## src/rtl/mw_pkg.sv

```systemverilog
package mw_pkg;
    // serial control register bit positions
    localparam int SK_BIT   = 0;
    localparam int CS_BIT   = 1;
    localparam int DI_BIT   = 2;
    localparam int DO_BIT   = 3;
    localparam int WEN_LO   = 4;
    localparam int WEN_HI   = 5;
    localparam int REQ_BIT  = 6;
    localparam int GNT_BIT  = 7;
    localparam int PRES_BIT = 8;

    // parallel lookup register layout
    localparam int PAR_START_BIT = 0;
    localparam int PAR_DONE_BIT  = 4;
    localparam int PAR_ADDR_LSB  = 8;
    localparam int PAR_ADDR_W    = 8;
    localparam int PAR_DATA_LSB  = 16;

    localparam logic [2:0] OP_READ = 3'b110;

    typedef enum logic [0:0] {
        SER_CMD  = 1'b0,
        SER_READ = 1'b1
    } ser_state_e;
endpackage

```

## src/rtl/mw_ctrl_latch.sv

```systemverilog
module mw_ctrl_latch
    import mw_pkg::*;
(
    input  logic        clk,
    input  logic        rst_n,
    input  logic        wr,
    input  logic [31:0] wdata,
    output logic [31:0] ctl_q,
    output logic        sk_rise,
    output logic        sk_fall,
    output logic        cs_new,
    output logic        di_new
);
    localparam logic [31:0] KEEP_MASK = (32'd1 << SK_BIT) | (32'd1 << CS_BIT) |
                                        (32'd1 << DI_BIT) | (32'd1 << WEN_LO) |
                                        (32'd1 << WEN_HI) | (32'd1 << REQ_BIT);

    always_ff @(posedge clk) begin
        if (!rst_n)
            ctl_q <= '0;
        else if (wr)
            ctl_q <= wdata & KEEP_MASK;
    end

    always_comb begin
        sk_rise = wr && !ctl_q[SK_BIT] &&  wdata[SK_BIT];
        sk_fall = wr &&  ctl_q[SK_BIT] && !wdata[SK_BIT];
        cs_new  = wdata[CS_BIT];
        di_new  = wdata[DI_BIT];
    end
endmodule

```

## src/rtl/mw_serial_fsm.sv

```systemverilog
module mw_serial_fsm
    import mw_pkg::*;
#(
    parameter int AW = 6,
    parameter int BW = 4
) (
    input  logic                 clk,
    input  logic                 rst_n,
    input  logic                 sk_rise,
    input  logic                 sk_fall,
    input  logic                 cs,
    input  logic                 di,
    output logic                 reading,
    output logic [AW+BW-1:0]     ptr,
    output logic [$clog2(AW+3):0] cnt
);
    localparam int CMD_LEN = AW + 3;
    localparam int CNT_W   = $clog2(CMD_LEN) + 1;
    localparam int PTR_W   = AW + BW;
    localparam logic [CNT_W-1:0] CNT_MAX = '1;

    ser_state_e           state_q, state_d;
    logic [CMD_LEN-1:0]   shift_q, shift_d;
    logic [CNT_W-1:0]     cnt_q, cnt_d;
    logic [PTR_W-1:0]     ptr_q, ptr_d;

    // state register process
    always_ff @(posedge clk) begin
        if (!rst_n) begin
            state_q <= SER_CMD;
            shift_q <= '0;
            cnt_q   <= '0;
            ptr_q   <= '0;
        end else begin
            state_q <= state_d;
            shift_q <= shift_d;
            cnt_q   <= cnt_d;
            ptr_q   <= ptr_d;
        end
    end

    // next-state process
    always_comb begin
        state_d = state_q;
        shift_d = shift_q;
        cnt_d   = cnt_q;
        ptr_d   = ptr_q;
        if (sk_fall) begin
            ptr_d = ptr_q + 1'b1;
        end else if (sk_rise) begin
            if (!cs) begin
                // ANY_TO_CMD
                state_d = SER_CMD;
                shift_d = '0;
                cnt_d   = '0;
                ptr_d   = '0;
            end else begin
                shift_d = {shift_q[CMD_LEN-2:0], di};
                cnt_d   = (cnt_q == CNT_MAX) ? cnt_q : cnt_q + 1'b1;
                unique case (state_q)
                    SER_CMD: begin
                        if (cnt_d == CNT_W'(CMD_LEN)) begin
                            ptr_d = {shift_d[AW-1:0], {BW{1'b0}}} - 1'b1;
                            if (shift_d[AW+2:AW] == OP_READ)
                                state_d = SER_READ;   // CMD_TO_READ
                            else
                                state_d = SER_CMD;    // CMD_HOLD
                        end
                    end
                    SER_READ: state_d = SER_READ;
                endcase
            end
        end
    end

    // output process
    always_comb begin
        reading = (state_q == SER_READ);
        ptr     = ptr_q;
        cnt     = cnt_q;
    end
endmodule

```

## src/rtl/mw_word_store.sv

```systemverilog
module mw_word_store #(
    parameter int          WORDS     = 64,
    parameter int          WORD_W    = 16,
    parameter logic [15:0] INIT_BASE = 16'hA500,
    parameter logic [15:0] INIT_STEP = 16'h0103
) (
    input  logic                      clk,
    input  logic                      rst_n,
    input  logic                      init_we,
    input  logic [$clog2(WORDS)-1:0]  init_addr,
    input  logic [WORD_W-1:0]         init_data,
    input  logic [$clog2(WORDS)-1:0]  a_addr,
    output logic [WORD_W-1:0]         a_data,
    input  logic [$clog2(WORDS)-1:0]  b_addr,
    output logic [WORD_W-1:0]         b_data
);
    logic [WORD_W-1:0] mem [WORDS];

    always_ff @(posedge clk) begin
        if (!rst_n) begin
            for (int i = 0; i < WORDS; i++)
                mem[i] <= WORD_W'(INIT_BASE + 16'(i) * INIT_STEP);
        end else if (init_we) begin
            mem[init_addr] <= init_data;
        end
    end

    assign a_data = mem[a_addr];
    assign b_data = mem[b_addr];
endmodule

```

## src/rtl/mw_eeprom_resp.sv

```systemverilog
module mw_eeprom_resp
    import mw_pkg::*;
#(
    parameter int          WORDS     = 64,
    parameter int          WORD_W    = 16,
    parameter logic [15:0] INIT_BASE = 16'hA500,
    parameter logic [15:0] INIT_STEP = 16'h0103
) (
    input  logic                     clk,
    input  logic                     rst_n,
    input  logic                     ser_wr,
    input  logic [31:0]              ser_wdata,
    output logic [31:0]              ser_rdata,
    input  logic                     par_wr,
    input  logic [15:0]              par_wdata,
    output logic [31:0]              par_rdata,
    input  logic                     init_we,
    input  logic [$clog2(WORDS)-1:0] init_addr,
    input  logic [WORD_W-1:0]        init_data
);
    localparam int AW    = $clog2(WORDS);
    localparam int BW    = $clog2(WORD_W);
    localparam int PTR_W = AW + BW;
    localparam int CNT_W = $clog2(AW + 3) + 1;

    logic [31:0]       ctl_q;
    logic              sk_rise, sk_fall, cs_new, di_new;
    logic              reading;
    logic [PTR_W-1:0]  ptr;
    logic [CNT_W-1:0]  cnt;
    logic [WORD_W-1:0] ser_word, par_word;
    logic [15:0]       par_q;
    logic [PAR_ADDR_W-1:0] par_idx;
    logic              par_in_range;
    logic              dout;

    mw_ctrl_latch u_latch (
        .clk(clk), .rst_n(rst_n), .wr(ser_wr), .wdata(ser_wdata),
        .ctl_q(ctl_q), .sk_rise(sk_rise), .sk_fall(sk_fall),
        .cs_new(cs_new), .di_new(di_new)
    );

    mw_serial_fsm #(.AW(AW), .BW(BW)) u_fsm (
        .clk(clk), .rst_n(rst_n), .sk_rise(sk_rise), .sk_fall(sk_fall),
        .cs(cs_new), .di(di_new), .reading(reading), .ptr(ptr), .cnt(cnt)
    );

    always_ff @(posedge clk) begin
        if (!rst_n)
            par_q <= '0;
        else if (par_wr)
            par_q <= par_wdata;
    end

    assign par_idx      = par_q[PAR_ADDR_LSB +: PAR_ADDR_W];
    assign par_in_range = (32'(par_idx) < WORDS);

    mw_word_store #(
        .WORDS(WORDS), .WORD_W(WORD_W),
        .INIT_BASE(INIT_BASE), .INIT_STEP(INIT_STEP)
    ) u_store (
        .clk(clk), .rst_n(rst_n),
        .init_we(init_we), .init_addr(init_addr), .init_data(init_data),
        .a_addr(ptr[PTR_W-1:BW]), .a_data(ser_word),
        .b_addr(par_idx[AW-1:0]), .b_data(par_word)
    );

    // MSB first: bit index is the inverse of the low pointer bits
    assign dout = reading ? ser_word[~ptr[BW-1:0]] : 1'b1;

    always_comb begin
        ser_rdata           = ctl_q;
        ser_rdata[DO_BIT]   = dout;
        ser_rdata[GNT_BIT]  = 1'b1;
        ser_rdata[PRES_BIT] = 1'b1;
    end

    always_comb begin
        par_rdata = '0;
        if (par_in_range) begin
            par_rdata[15:0]                         = par_q;
            par_rdata[PAR_START_BIT]                = 1'b0;
            par_rdata[PAR_DONE_BIT]                 = 1'b1;
            par_rdata[PAR_DATA_LSB +: WORD_W]       = par_word;
        end
    end
endmodule

```

## config.mk

```make
export PLATFORM = sky130hd
export DESIGN_NAME = mw_eeprom_resp
export DESIGN_NICKNAME = d
export VERILOG_FILES = /design/src/rtl/mw_pkg.sv /design/src/rtl/mw_ctrl_latch.sv /design/src/rtl/mw_serial_fsm.sv /design/src/rtl/mw_word_store.sv /design/src/rtl/mw_eeprom_resp.sv
export SDC_FILE = /design/constraint.sdc
export NUM_CORES = 2
export LEC_CHECK = 0
export BUFFER_PORTS_ARGS = -buffer_cell sky130_fd_sc_hd__buf_2
export CORE_ASPECT_RATIO = 1.2
export CORE_MARGIN = 4
export CORE_UTILIZATION = 35
export CTS_CLUSTER_DIAMETER = 60
export DETAILED_ROUTE_END_ITERATION = 7
export PLACE_DENSITY = 0.55
export SYNTH_ARGS = -nofsm -noshare
export SYNTH_HDL_FRONTEND = slang
export SYNTH_HIERARCHICAL = 1
export SYNTH_SLANG_ARGS = --single-unit
```

## constraint.sdc

```tcl
create_clock -name clk -period 7.9 [get_ports clk]
set_input_delay 1.58 -clock clk [delete_from_list [all_inputs] [get_ports clk]]
set_output_delay 1.58 -clock clk [all_outputs]
set_load 0.03 [all_outputs]
```

After elaboration in Yosys (flattened, before gate mapping)
Memories as Yosys holds them, arrays and structs flattened. A register that Yosys moved wholly into a read port is not among the register bits.
Cells that the tools add are included.
{"block": "totals", "wordCells": 57, "out_inout_bits": 64, "ff_bits": 46, "mem_count": 1, "ram_bits": 1024}
{"block": "classes", "n_reduce_logical": 10, "add_sub_neg": 3, "n_eq_ne": 5, "n_mux": 27, "n_bitwise": 3, "magnitude_cmp": 2}
{"memory": "u_store.mem", "depth": 64, "width": 16, "read_ports": 2, "rd_ports_with_merged_regs": 2, "write_ports": 64, "line_no": "mw_word_store.sv:17", "source": "logic [WORD_W-1:0] mem [WORDS];"}
{"cell": "2-to-1 mux 10 bit", "count": 5}
{"cell": "2-to-1 mux 32 bit", "count": 1}
{"cell": "2-to-1 mux 6 bit", "count": 5}
{"cell": "2-to-1 mux 16 bit", "count": 1}
{"cell": "OR reduction 16 bit", "count": 1}
{"cell": "adder 10 x 1 -> 10 bit (second input constant)", "count": 1}
{"cell": "2-to-1 mux 1 bit", "count": 10}
{"cell": "2-to-1 mux 5 bit", "count": 2}
{"cell": "subtractor 10 x 1 -> 10 bit (second input constant)", "count": 1}
{"cell": "< comparator 8 x 7 -> 1 bit (second input constant)", "count": 1}
{"cell": "2-to-1 mux 8 bit", "count": 1}
{"cell": "adder 5 x 1 -> 5 bit (second input constant)", "count": 1}
{"cell": "== test 5 x 4 -> 1 bit (second input constant)", "count": 1}
{"cell": "== test 5 bit (second input constant)", "count": 1}
{"cell": "< comparator 4 x 5 -> 1 bit (second input constant)", "count": 1}
{"cell": "binary-select mux 1 bit (select 4 bit)", "count": 1}
{"cell": "logical AND 1 bit", "count": 4}
{"cell": "NOT 4 bit", "count": 1}
{"cell": "== test 3 bit (second input constant)", "count": 1}
{"cell": "!= test 3 x 1 -> 1 bit (second input constant)", "count": 1}
{"cell": "!= test 3 bit (second input constant)", "count": 1}
{"cell": "AND reduction 3 bit", "count": 1}
{"cell": "zero test 1 bit", "count": 2}
{"cell": "NOT 1 bit", "count": 2}
{"cell": "3 further kinds", "count": 3}

Longest topological paths before layout
{"block": "depth", "depth_word": 10, "depth_mapped": 13}

By module
Netlist, hierarchy kept.
{"mod": "mw_word_store", "area_per_inst_um2": 55301.8, "seq_area_each_um2": 30749.5, "n_inst": 1, "cells_each": 3620}
{"mod": "mw_serial_fsm", "area_per_inst_um2": 1345.0, "seq_area_each_um2": 480.5, "n_inst": 1, "cells_each": 159}
{"mod": "mw_eeprom_resp", "area_per_inst_um2": 905.9, "seq_area_each_um2": 280.3, "n_inst": 1, "cells_each": 95}
{"mod": "mw_ctrl_latch", "area_per_inst_um2": 460.4, "seq_area_each_um2": 120.1, "n_inst": 1, "cells_each": 51}

Worst setup path before layout
OpenSTA, ideal clock, no wires.
{"block": "synth_path", "kind": "register to output", "start": "register, netlist name u_fsm/ptr[4]", "end": "output port ser_rdata[3]", "path_slack_ns": 3.508, "required_ns": 6.320, "stages_incl_launch_ff": 11, "path_buffers": 3, "arrival_ns": 2.812, "path_cell_list": "dfxtp_1 buf_4 buf_2 mux4_2 mux4_2 nor2_1 o32ai_1 mux4_2 a21boi_1 nand4_1 buf_4"}
{"item": "to (decl)", "line_no": "mw_eeprom_resp.sv:13", "source": "output logic [31:0] ser_rdata,"}

==> run metrics <==
Peak Freq=151 MHz; pin count of the biggest net entering global routing=88; vias per cell=6.13; site row count=163; FF+latch area=31,700 um2; element type at the critical path end=output port; CTS hold repair buffers=0; Core Footprint=165,000 um2; Tmin final=6610 ps; Crit path required time=6320 ps; vias in the first global route=36.9k; worst-path cell chain=buf_4, mux4_2, mux2i_1, a32oi_1, o221ai_1, o32ai_1, mux4_1, nand3_1, nand4_1, buf_2; Cells after Synth=3,922; Post-CTS Setup Inserts=0; Avg WL per Cell=33.4 um; FF-to-FF setup slack=5600 ps; Mapped Avg Cell Area=14.8 um2; unrepaired setup endpoints after global routing=no; final slew viol count=0; cell area after synthesis=58,000 um2; TritonRoute pass-1 iters=5; Final Core Density=39.0%; fraction of layout cells with a size suffix above 1=26.4%; via count=37.1k; drt total wl=203 mm; die height=454 um; CTS H-tree lvls=3; Layout Area Growth over Synthesis=10.8%; Worst-path clk slew=60 ps; Final HPWL DP=126 mm; DRC=0; switching pwr=3.58 mW; # IOs=139; TNS Setup=0 ps; Clock Sinks=1,068; final setup vio count=0; Period Utilization, post-route=83.7%; multi-input logic area=24,200 um2; initial antenna violation count=13; Worst Hold Class=flip-flop to flip-flop; Overflow after GRT=0; die width=380 um; RePlAce Congestion=0.886; slowest stage cell, crit path=dfxtp_4; Clk network pwr share=40.2%; initial DRC count=4,377; post-route ant nets=0; Cell Pwr Density=217 nW/um2; TritonCTS Buffers=117; Die ar.=172,000 um2; synthesis warning total=6; port bufs=82; CP startpoint kind=flip-flop; Tot GR Track Use=23.1%; sequential share of power=47.8%; slew margin rel.=11.6%; Largest stage delay, worst path=860 ps; fin nets=3,888; root buffer cell=clkbuf_16; Sw Share=25.6%; Initial Utilization=35.2%; CTS tree=yes; Crit Path Category=flip-flop to output port; Combinational Power Share=12.0%; Max-Cap Viols=0; Internal=10.4 mW; Slew @ Worst Pin=1320 ps; Worst Skew=16.8 ps; crit path DAT=5030 ps; fill cell total of the finished layout=15.1k; post_cts resized=0; crit path max fanout=41; status=complete, no violations; Worst-Skew Late Latency=730 ps; first-pass GRT wire length=287 mm; Final Hold Fails=0; worst-case clock buffer depth=3; Leakage=20.1 nW; Worst VDD drop=0.166 mV
-- sequential cells by signal, summed over array words and instances, names as in the netlist --
register and cells:
u_store/mem 1024, par_q 14, u_fsm/ptr 10, u_fsm/shift_q 8
u_latch/ctl_q 6, u_fsm/cnt 5, u_fsm/reading 1
-- power groups by stage --
stage | logic, mW | clock network, mW | registers (mW)
3_5_place_dp | 1.66 | 0 | 6.78
2_1_floorplan | 1.07 | 0 | 6.70
5_1_grt | 1.73 | 5.92 | 6.69
3_3_place_gp | 1.66 | 0 | 6.76
6_report | 1.67 | 5.61 | 6.66
4_1_cts | 1.67 | 5.68 | 6.66
-- per-stage QoR --
stage	total power [mW]	cell area (um2)	setup WS [ps]	hold slack (ps)	cells
2_1_floorplan	7.77	58100	3510	446	3947
6_report	13.9	64200	1290	507	6061
5_1_grt	14.3	64200	1200	536	6056
3_5_place_dp	8.44	60400	2140	497	5836
4_1_cts	14.0	64200	1340	515	6055
3_3_place_gp	8.42	60400	2100	490	5836
-- layout make-up --
type,instances,share of cell area [%]
inverter,7,0.0409
sequential,1068,49.3
clock inverter,79,1.25
clock buffer,140,4.76
timing repair buffer,233,2.72
antenna,6,0.0234
multi-input combinational,2383,37.7
tap,2145,4.18
-- critical path, delay by kind of cell, from the launching register on --
family          cells  cell delay (ps)
compound gates      3             1510
buf+inv             2              780
flops               1              860
mux                 3              710
simple gates        2              380
-- per-layer routing --
layer / share of wire (%) / GRT usage (%) / vias up
li1: - / - / 15300
met1: 39 / 30.3 / 19600
met2: 48 / 38.0 / 1858
met3: 8.3 / 3.78 / 361
met4: 5.2 / 10.6 / 4
met5: 0.010 / 0 / -
-- placed cells by master, fill, tap and decap left out, drive strengths merged, types with 26 or more instances in the layout --
cell type and n:
nand2 61, edfxtp 1024, a211oi 29, o221ai 54, a22oi 26, nand2b 35, buf 233, clkinv 51
nor2b 67, dfxtp 44, and3 74, mux2i 102, and2 463, a21oi 41, nor2 90, mux4 543
clkbuf 140, o21ai 89, or3 508, conb 28
-- path summary, 6_finish.rpt --
check / from / to / cells after the start
max: u_fsm/ptr[5] / ser_rdata[3] / 10
max reg2reg: u_fsm/ptr[5] / u_fsm/ptr[9] / 6
min: par_q[1] / par_q[1] / 2
min reg2reg: par_q[1] / par_q[1] / 2
Power figures use the tool's default switching activity.
